**src/rtl/olh_pkg.sv**
```systemverilog
package olh_pkg;

  // control register, bit 7 down to bit 0
  typedef struct packed {
    logic spare7;
    logic ubt;
    logic spare5;
    logic spare4;
    logic spare3;
    logic spare2;
    logic dow;
    logic rdi;
  } olh_ctrl_t;

  localparam logic [2:0] RDI_CODE = 3'b110;

  // K2 with line RDI: upper five bits kept, low three forced
  function automatic logic [7:0] k2_with_rdi(input logic [7:0] b);
    return {b[7:3], RDI_CODE};
  endfunction

endpackage

```
**src/rtl/olh_ctrl_reg.sv**
```systemverilog
module olh_ctrl_reg
  import olh_pkg::*;
(
  input  logic       clk,
  input  logic       rst_n,
  input  logic       we,
  input  logic [7:0] wdata,
  output olh_ctrl_t  ctrl
);
  olh_ctrl_t ctrl_q;

  always_ff @(posedge clk) begin
    if (!rst_n)  ctrl_q <= '0;
    else if (we) ctrl_q <= olh_ctrl_t'(wdata);
  end

  assign ctrl = ctrl_q;

  p_write_lands_r9: assert property (@(posedge clk) disable iff (!rst_n)
    we |=> (8'(ctrl_q) == $past(wdata)));
  p_hold_r1: assert property (@(posedge clk) disable iff (!rst_n)
    !we |=> $stable(ctrl_q));
endmodule

```
**src/rtl/olh_frame_pos.sv**
```systemverilog
module olh_frame_pos #(
  parameter int ROWS = 9,
  parameter int COLS = 270,
  localparam int RW = $clog2(ROWS),
  localparam int CW = $clog2(COLS)
) (
  input  logic          clk,
  input  logic          rst_n,
  input  logic          sof,
  output logic [RW-1:0] row,
  output logic [CW-1:0] col,
  output logic          framed
);
  localparam logic [RW-1:0] LAST_ROW = RW'(ROWS - 1);
  localparam logic [CW-1:0] LAST_COL = CW'(COLS - 1);

  logic [RW-1:0] row_q;
  logic [CW-1:0] col_q;
  logic          framed_q;

  // position of the byte now at the input
  assign row    = sof ? '0 : row_q;
  assign col    = sof ? '0 : col_q;
  assign framed = sof | framed_q;

  always_ff @(posedge clk) begin
    if (!rst_n) begin
      row_q    <= '0;
      col_q    <= '0;
      framed_q <= 1'b0;
    end else if (framed) begin
      framed_q <= 1'b1;
      if (col == LAST_COL) begin
        col_q <= '0;
        row_q <= (row == LAST_ROW) ? '0 : row + 1'b1;
      end else begin
        col_q <= col + 1'b1;
        row_q <= row;
      end
    end
  end

  p_col_wrap_r7: assert property (@(posedge clk) disable iff (!rst_n)
    (framed_q && !sof && col_q == LAST_COL) |=> (col_q == '0));
  p_sof_restart_r7: assert property (@(posedge clk) disable iff (!rst_n)
    sof |=> (col_q == CW'(1) && row_q == '0 && framed_q));
endmodule

```
**src/rtl/olh_byte_sel.sv**
```systemverilog
module olh_byte_sel
  import olh_pkg::*;
#(
  parameter int RW = 4,
  parameter int CW = 9,
  parameter int K2_ROW = 4,
  parameter int OW_ROW = 8,
  parameter int TRIPLE_COL = 6
) (
  input  logic          clk,
  input  logic          rst_n,
  input  logic          framed,
  input  logic [RW-1:0] row,
  input  logic [CW-1:0] col,
  input  logic [7:0]    in_byte,
  input  logic          in_sof,
  input  logic          in_pass,
  input  logic          in_ohen,
  input  logic [7:0]    ow_byte,
  input  logic          ext_rdi,
  input  olh_ctrl_t     ctrl,
  output logic [7:0]    out_byte,
  output logic          out_sof
);
  // named position and decision events
  logic at_k2, at_e2, at_fill, rdi_act, e2_up, fill_keep;
  logic [7:0] nxt;

  assign at_k2   = framed && row == RW'(K2_ROW) && col == CW'(TRIPLE_COL);
  assign at_e2   = framed && row == RW'(OW_ROW) && col == CW'(TRIPLE_COL);
  assign at_fill = framed && row == RW'(OW_ROW) &&
                   (col == CW'(TRIPLE_COL + 1) || col == CW'(TRIPLE_COL + 2));
  assign rdi_act   = ctrl.rdi | ext_rdi;
  assign e2_up     = ctrl.dow | in_pass | in_ohen;
  assign fill_keep = in_pass | ctrl.ubt;

  always_comb begin
    nxt = in_byte;
    if (at_k2 && rdi_act)         nxt = k2_with_rdi(in_byte);
    else if (at_e2 && !e2_up)     nxt = ow_byte;
    else if (at_fill && !fill_keep) nxt = '0;
  end

  always_ff @(posedge clk) begin
    if (!rst_n) begin
      out_byte <= '0;
      out_sof  <= 1'b0;
    end else begin
      out_byte <= nxt;
      out_sof  <= in_sof;
    end
  end

  p_k2_code_r2: assert property (@(posedge clk) disable iff (!rst_n)
    (at_k2 && ctrl.rdi) |=> (out_byte == {$past(in_byte[7:3]), 3'b110}));
  p_k2_ext_r3: assert property (@(posedge clk) disable iff (!rst_n)
    (at_k2 && ext_rdi) |=> (out_byte[2:0] == 3'b110));
  p_k2_keep_r4: assert property (@(posedge clk) disable iff (!rst_n)
    (at_k2 && !ctrl.rdi && !ext_rdi) |=> (out_byte == $past(in_byte)));
  p_e2_local_r5: assert property (@(posedge clk) disable iff (!rst_n)
    (at_e2 && !ctrl.dow && !in_pass && !in_ohen) |=> (out_byte == $past(ow_byte)));
  p_fill_zero_r6: assert property (@(posedge clk) disable iff (!rst_n)
    (at_fill && !in_pass && !ctrl.ubt) |=> (out_byte == 8'h00));
  p_plain_pass_r8: assert property (@(posedge clk) disable iff (!rst_n)
    (!at_k2 && !at_e2 && !at_fill) |=> (out_byte == $past(in_byte)));
endmodule

```
**src/rtl/tx_line_oh_inserter.sv**
```systemverilog
module tx_line_oh_inserter
  import olh_pkg::*;
#(
  parameter int ROWS = 9,
  parameter int COLS = 270,
  parameter int K2_ROW = 4,
  parameter int OW_ROW = 8,
  parameter int TRIPLE_COL = 6
) (
  input  logic       clk,
  input  logic       rst_n,
  input  logic [7:0] in_byte,
  input  logic       in_sof,
  input  logic       in_pass,
  input  logic       in_ohen,
  input  logic [7:0] ow_byte,
  input  logic       ext_rdi,
  input  logic       reg_we,
  input  logic [7:0] reg_wdata,
  output logic [7:0] reg_rdata,
  output logic [7:0] out_byte,
  output logic       out_sof
);
  localparam int RW = $clog2(ROWS);
  localparam int CW = $clog2(COLS);

  olh_ctrl_t     ctrl;
  logic [RW-1:0] row;
  logic [CW-1:0] col;
  logic          framed;

  olh_ctrl_reg u_ctrl (
    .clk(clk), .rst_n(rst_n), .we(reg_we), .wdata(reg_wdata), .ctrl(ctrl)
  );

  olh_frame_pos #(.ROWS(ROWS), .COLS(COLS)) u_pos (
    .clk(clk), .rst_n(rst_n), .sof(in_sof), .row(row), .col(col), .framed(framed)
  );

  olh_byte_sel #(
    .RW(RW), .CW(CW), .K2_ROW(K2_ROW), .OW_ROW(OW_ROW), .TRIPLE_COL(TRIPLE_COL)
  ) u_sel (
    .clk(clk), .rst_n(rst_n), .framed(framed), .row(row), .col(col),
    .in_byte(in_byte), .in_sof(in_sof), .in_pass(in_pass), .in_ohen(in_ohen),
    .ow_byte(ow_byte), .ext_rdi(ext_rdi), .ctrl(ctrl),
    .out_byte(out_byte), .out_sof(out_sof)
  );

  assign reg_rdata = 8'(ctrl);
endmodule

```
**config.mk**
```make
export PLATFORM = sky130hd
export DESIGN_NAME = tx_line_oh_inserter
export DESIGN_NICKNAME = d
export VERILOG_FILES = /design/src/rtl/olh_pkg.sv /design/src/rtl/olh_ctrl_reg.sv /design/src/rtl/olh_frame_pos.sv /design/src/rtl/olh_byte_sel.sv /design/src/rtl/tx_line_oh_inserter.sv
export SDC_FILE = /design/constraint.sdc
export NUM_CORES = 1
export LEC_CHECK = 0
export BUFFER_PORTS_ARGS = -buffer_cell sky130_fd_sc_hd__buf_2
export CORE_MARGIN = 10
export CORE_UTILIZATION = 40
export CTS_BUF_LIST = sky130_fd_sc_hd__clkbuf_4
export DETAILED_ROUTE_END_ITERATION = 12
export PLACE_DENSITY = 0.74
export SETUP_SLACK_MARGIN = 0.2
export SYNTH_ARGS = -nofsm -noshare
export SYNTH_HDL_FRONTEND = slang
export SYNTH_SLANG_ARGS = --single-unit
```
**constraint.sdc**
```tcl
create_clock -name clk -period 2.5 [get_ports clk]
set_input_delay 0.5 -clock clk [delete_from_list [all_inputs] [get_ports clk]]
set_output_delay 0.5 -clock clk [all_outputs]
set_load 0.005 [all_outputs]
```
After elaboration in Yosys (flattened, before gate mapping) --
Cells that the tools add are included.
Storage, ports and cells: register bits after elaboration 31, bits in latches 0, bits in writable memories 0, ROM bits 0, memories 0
Cells by class: add/subtract/negate cells 2, $mul 0, divide/modulo/power cells 0, order comparisons 0, equal/unequal tests 6, shift-type cells 0, mux-type cells 8, bitwise operators 6, reduce and logical (&&, ||, !) cells 12
Operators by type and width (count):
- 8-bit two-way mux | 3
- 9-bit by 3-bit equality test with 1-bit output (second input constant) | 2
- 9-bit two-way mux | 2
- 4-bit two-way mux | 3
- 9-bit by 1-bit adder with 9-bit output (second input constant) | 1
- 9-bit by 4-bit equality test with 1-bit output (second input constant) | 1
- 9-bit equality test (second input constant) | 1
- 1-bit logical AND | 8
- 1-bit bitwise OR | 5
- 4-bit by 1-bit adder with 4-bit output (second input constant) | 1
- 4-bit by 3-bit equality test with 1-bit output (second input constant) | 1
- 4-bit equality test (second input constant) | 1
- 1-bit zero test | 2
- 2-bit OR reduction | 1
- 1-bit logical OR | 1
- 1-bit inverter | 1

Logic depth before layout (Yosys ltp) --
word-level depth 8, gate-level depth with buffers 9, mapped depth without buffers 8

Hierarchy --
From an unflattened synthesis, not the netlist that was laid out.
Unflattened totals: cell total of the unflattened synthesis 174, area total of the unflattened synthesis 1611.5 um^2
By module, submodules not included:
- olh_frame_pos | times used 1, cells each 106, area each 845.8 um^2
- olh_byte_sel | times used 1, cells each 43, area each 464.2 um^2
- olh_ctrl_reg | times used 1, cells each 25, area each 301.5 um^2

Worst setup path before layout --
OpenSTA, ideal clock, no wires.
path kind input to register, start input port in_sof, end register u_sel.out_byte[0], arrival 1.891 ns, path slack 0.529 ns, stages 9, path through clkinv_1 -> nand2_1 -> ha_1 -> and4bb_2 -> and3b_1 -> and3_1 -> buf_4 -> a22oi_1 -> nor3b_1
On the way: word-level cells in the longest chain between the ends 7, elaborated cells between the ends (all ways) 20
Ends and longest elaborated chain:
- start: declaration | RTL line tx_line_oh_inserter.sv:13 | input logic in_sof,
- 9-bit two-way mux / 4-bit two-way mux (equally long branches) | RTL line olh_frame_pos.sv:23, olh_frame_pos.sv:22
- 9-bit by 3-bit equality test with 1-bit output (tied with other cells) | RTL line olh_byte_sel.sv:32 | (col == CW'(TRIPLE_COL + 1) || col == CW'(TRIPLE_COL + 2));
- 1-bit logical OR / 1-bit logical AND (equally long branches) | RTL line olh_byte_sel.sv:32, olh_byte_sel.sv:30, olh_byte_sel.sv:31
- 1-bit logical AND | RTL line olh_byte_sel.sv:31 | assign at_fill = framed && row == RW'(OW_ROW) &&
- 1-bit logical AND | RTL line olh_byte_sel.sv:41 | else if (at_fill && !fill_keep) nxt = '0;
- 8-bit two-way mux | RTL line olh_byte_sel.sv:41
- 8-bit two-way mux | RTL line olh_byte_sel.sv:40 | else if (at_e2 && !e2_up) nxt = ow_byte;
- end signal: assignment | RTL line olh_byte_sel.sv:49 | out_byte <= nxt;
- end: declaration | RTL line olh_byte_sel.sv:22 | output logic [7:0] out_byte,
Parallel ways exist; a longest one is shown, timed or not. A chain may end at the register's enable or synchronous reset.

Final worst setup path --
start register u_pos.col_q[4], end register u_pos.row_q[2]
On the way: word-level cells in the longest chain between the ends 3
Ends and longest elaborated chain:
- start: declaration | RTL line olh_frame_pos.sv:18 | logic [CW-1:0] col_q;
- start signal: assignment | RTL line olh_frame_pos.sv:37 | col_q <= col + 1'b1;
- 9-bit two-way mux | RTL line olh_frame_pos.sv:23 | assign col = sof ? '0 : col_q;
- 9-bit equality test | RTL line olh_frame_pos.sv:33 | if (col == LAST_COL) begin
- 4-bit two-way mux | RTL line olh_frame_pos.sv:33
- end signal: assignment | RTL line olh_frame_pos.sv:35 | row_q <= (row == LAST_ROW) ? '0 : row + 1'b1;
- end signal: assignment | RTL line olh_frame_pos.sv:38 | row_q <= row;
- end: declaration | RTL line olh_frame_pos.sv:17 | logic [RW-1:0] row_q;
Every way passes these cells.

==> qor.yml <==
grt:
  grt-ovfl-total: 0
  grt_pass1_wl_um: 5600
  grtUsageMet1: 0.125
  gr-usage-met2: 0.162
  grt_util_all_layers: 0.104
  met3_usage: 0.0491
  grt_max_degree: 28
  busiest_layer: "met2"
  antenna_found_initial: 0
  grt_pass1_vias: 1211
cells_and_area:
  final_cell_mix: "buf_2 (47), dfxtp_1 (31), nor2b_1 (17), o21ai_0 (10), inv_1 (9)"
  diodes: 0
  drive_gt1_frac: 0.301
  area_growth_pct: 22.5
  final_common_cell: "buf_2"
  nets: 251
synthesis:
  yosys.area.top_type: "dfxtp_1"
  avgSynthCellArea_um2: 8.90
  syn_nets: 204
  ys_async_sr_fraction: 0
  ys_seq_area_frac: 0.408
  synth_seq_cells: 31
  synth_top_area_frac: 0.408
  synth_cell_types: 43
  yosys_warnings: 0
  synth-edff-count: 0
  ys.flop_type: "dfxtp_1"
  ys_top_cells_by_area: "dfxtp_1 (41%), nor2b_1 (7.0%), mux2i_1 (5.3%)"
  synthCells: 171
  syn-cell-area_um2: 1520
sta:
  setup_viol: 0
  fin_worst_skew_ps: 8.94
  fmax_ghz: 0.489
  period_needed_ps: 2040
  drv_slew: 0
  tightest_slew_ps: 598
  fin_crit_sh: 0.818
  relSlewSlack: 0.600
  hold_ws_ps: 433
  setup_tns_ps: 0
  hold_viol_final: 0
  grt_setup_unrepaired: "no"
detailed_routing:
  vias_per_cell: 5.10
  drcViolationCount: 0
  first_pass_iters: 4
  antenna_left: 0
  vias: 1363
  drt_wl_total_um: 3590
  routedWlPerCell_um: 13.4
  drtIter0Drc: 81
worst_setup_path:
  worstPathMaxFanout: 11
  endpoint: "u_pos.row_q[2]"
  rr_startpoint: "u_pos.col_q[4]"
  reg2reg_slack_ps: 460
  r2r-end: "u_pos.row_q[2]"
  path_class: "reg2reg"
  crit_arrival_ps: 2320
  start_kind: "flop"
  end_kind: "flop"
  r2r_cells: 6
  worstPathRequired_ps: 2770
  startpoint: "u_pos.col_q[4]"
clock_network:
  clkLatencyLatePin_ps: 320
  clkTransAtPathRegs_ps: 100
  h-tree-depth: 2
  clockBufferDepth: 2
  clock_sinks: 31
  root_buffer: "clkbuf_4"
  postCtsSetupBuffers: 0
  cts_tree: "done"
  numCtsBuffers: 5
  cts_hold_buf: 0
  post_cts_resized: 0
floorplanning:
  die-width_um: 81.7
  fp.dieH_um: 81.7
  placementRows: 22
  die-area_um2: 6670
  io_pins: 48
  coreArea_um2: 3660
  floorplan.initialDensity: 0.416
place:
  hpwl_um: 2770
  routabilityCongestion: 0.770
  port_buffers: 47
job:
  drv_cap: 0
power:
  clockPowerShare: 0.367
  seqPwrFrac: 0.529
  power_leakage_uw: 0.000818
  power.density_nw_per_um2: 540
  max-vdd-ir-drop_mv: 0.234
  switching_share: 0.227
  fin_total_pwr_uw: 1010
  pwr-share-comb: 0.104
  power.internal_uw: 778
  p_sw_uw: 229
outcome:
  status: "complete, no violations"
min_path:
  hold_class: "in2reg"
## metal layers
layer	up-vias	part of all wire	wire, um
met5	-	0	0
met4	0	0.0047	17
met3	4	0.12	417
met2	53	0.44	1560
met1	611	0.44	1590
li1	695	-	-
## power groups by stage
stage / clock (uW) / sequential, uW / combinational (uW)
floorplan: 0 / 536 / 61.2
global placement: 0 / 543 / 105
detailed placement: 0 / 543 / 107
CTS: 383 / 532 / 107
global route: 403 / 535 / 118
finish: 370 / 532 / 105
## how the worst min path moves through the flow
stage	start	to	cells after the start
after floorplan	u_pos.col_q[7]	u_pos.col_q[7]	2
after global placement	u_ctrl.ctrl[5]	u_ctrl.ctrl[5]	2
after detailed placement	u_ctrl.ctrl[4]	u_ctrl.ctrl[4]	2
after CTS	ow_byte[2]	u_sel.out_byte[2]	3
after global routing	in_byte[4]	u_sel.out_byte[4]	3
final	in_byte[5]	u_sel.out_byte[5]	3
## critical path, cell delays in order (launching register included)
cell,delay [ps]
dfxtp_1,370
or4_4,590
nor4b_4,340
buf_4,240
nand3_1,100
a21oi_1,170
o221a_2,190
## synth_stat cells, types with 2 or more instances
cell	count
nand2_1	8
a31oi_1	3
mux2i_1	8
and2_1	3
a211oi_1	3
a22oi_1	6
and3_1	3
a21oi_1	5
nor3_1	3
nor2_1	8
nor4_1	3
nand4b_1	3
or2_2	2
a21boi_0	5
nor2b_1	17
nand3_1	8
xnor2_1	2
dfxtp_1	31
ha_1	2
clkbuf_1	5
inv_1	9
o21ai_0	10
buf_2	3
o21ai_2	2
## sequential cells by signal (all words and copies together) (netlist names)
| register | count |
|---|---|
| u_pos.col_q | 9 |
| u_ctrl.ctrl | 8 |
| u_sel.out_byte | 8 |
| u_pos.row_q | 4 |
| u_pos.framed_q | 1 |
| u_sel.out_sof | 1 |
## per-stage QoR
step | cells | util | worst slack (ps) | area, um^2
global route | 267 | 0.509 | 306 | 1860
floorplan | 171 | - | 529 | 1520
finish | 267 | 0.509 | 455 | 1860
detailed placement | 259 | 0.488 | 302 | 1790
global placement | 259 | 0.488 | 413 | 1790
CTS | 267 | 0.509 | 466 | 1860
## layout make-up
class                           count  area [um^2]
Fill cell                         337         1800
Multi-Input combinational cell    120          811
Sequential cell                    31          621
Timing Repair Buffer               50          258
Tap cell                           48         60.1
Clock inverter                      3         38.8
Clock buffer                        5         37.5
Inverter                           10         37.5
## cells by family (layout without fill, tap and decap cells)
| family | after synthesis | in the layout | synth area share |
|---|---|---|---|
| adders and majority gates | 2 | 2 | 0.0164 |
| DFF | 31 | 31 | 0.408 |
| muxes | 8 | 8 | 0.0526 |
| AOI/OAI and AO/OA | 39 | 39 | 0.169 |
| buffers and inverters | 20 | 68 | 0.0592 |
| xor gates and xnor gates | 3 | 3 | 0.0173 |
| and+or+nand+nor | 68 | 68 | 0.278 |
Power figures use the tool's default switching activity.
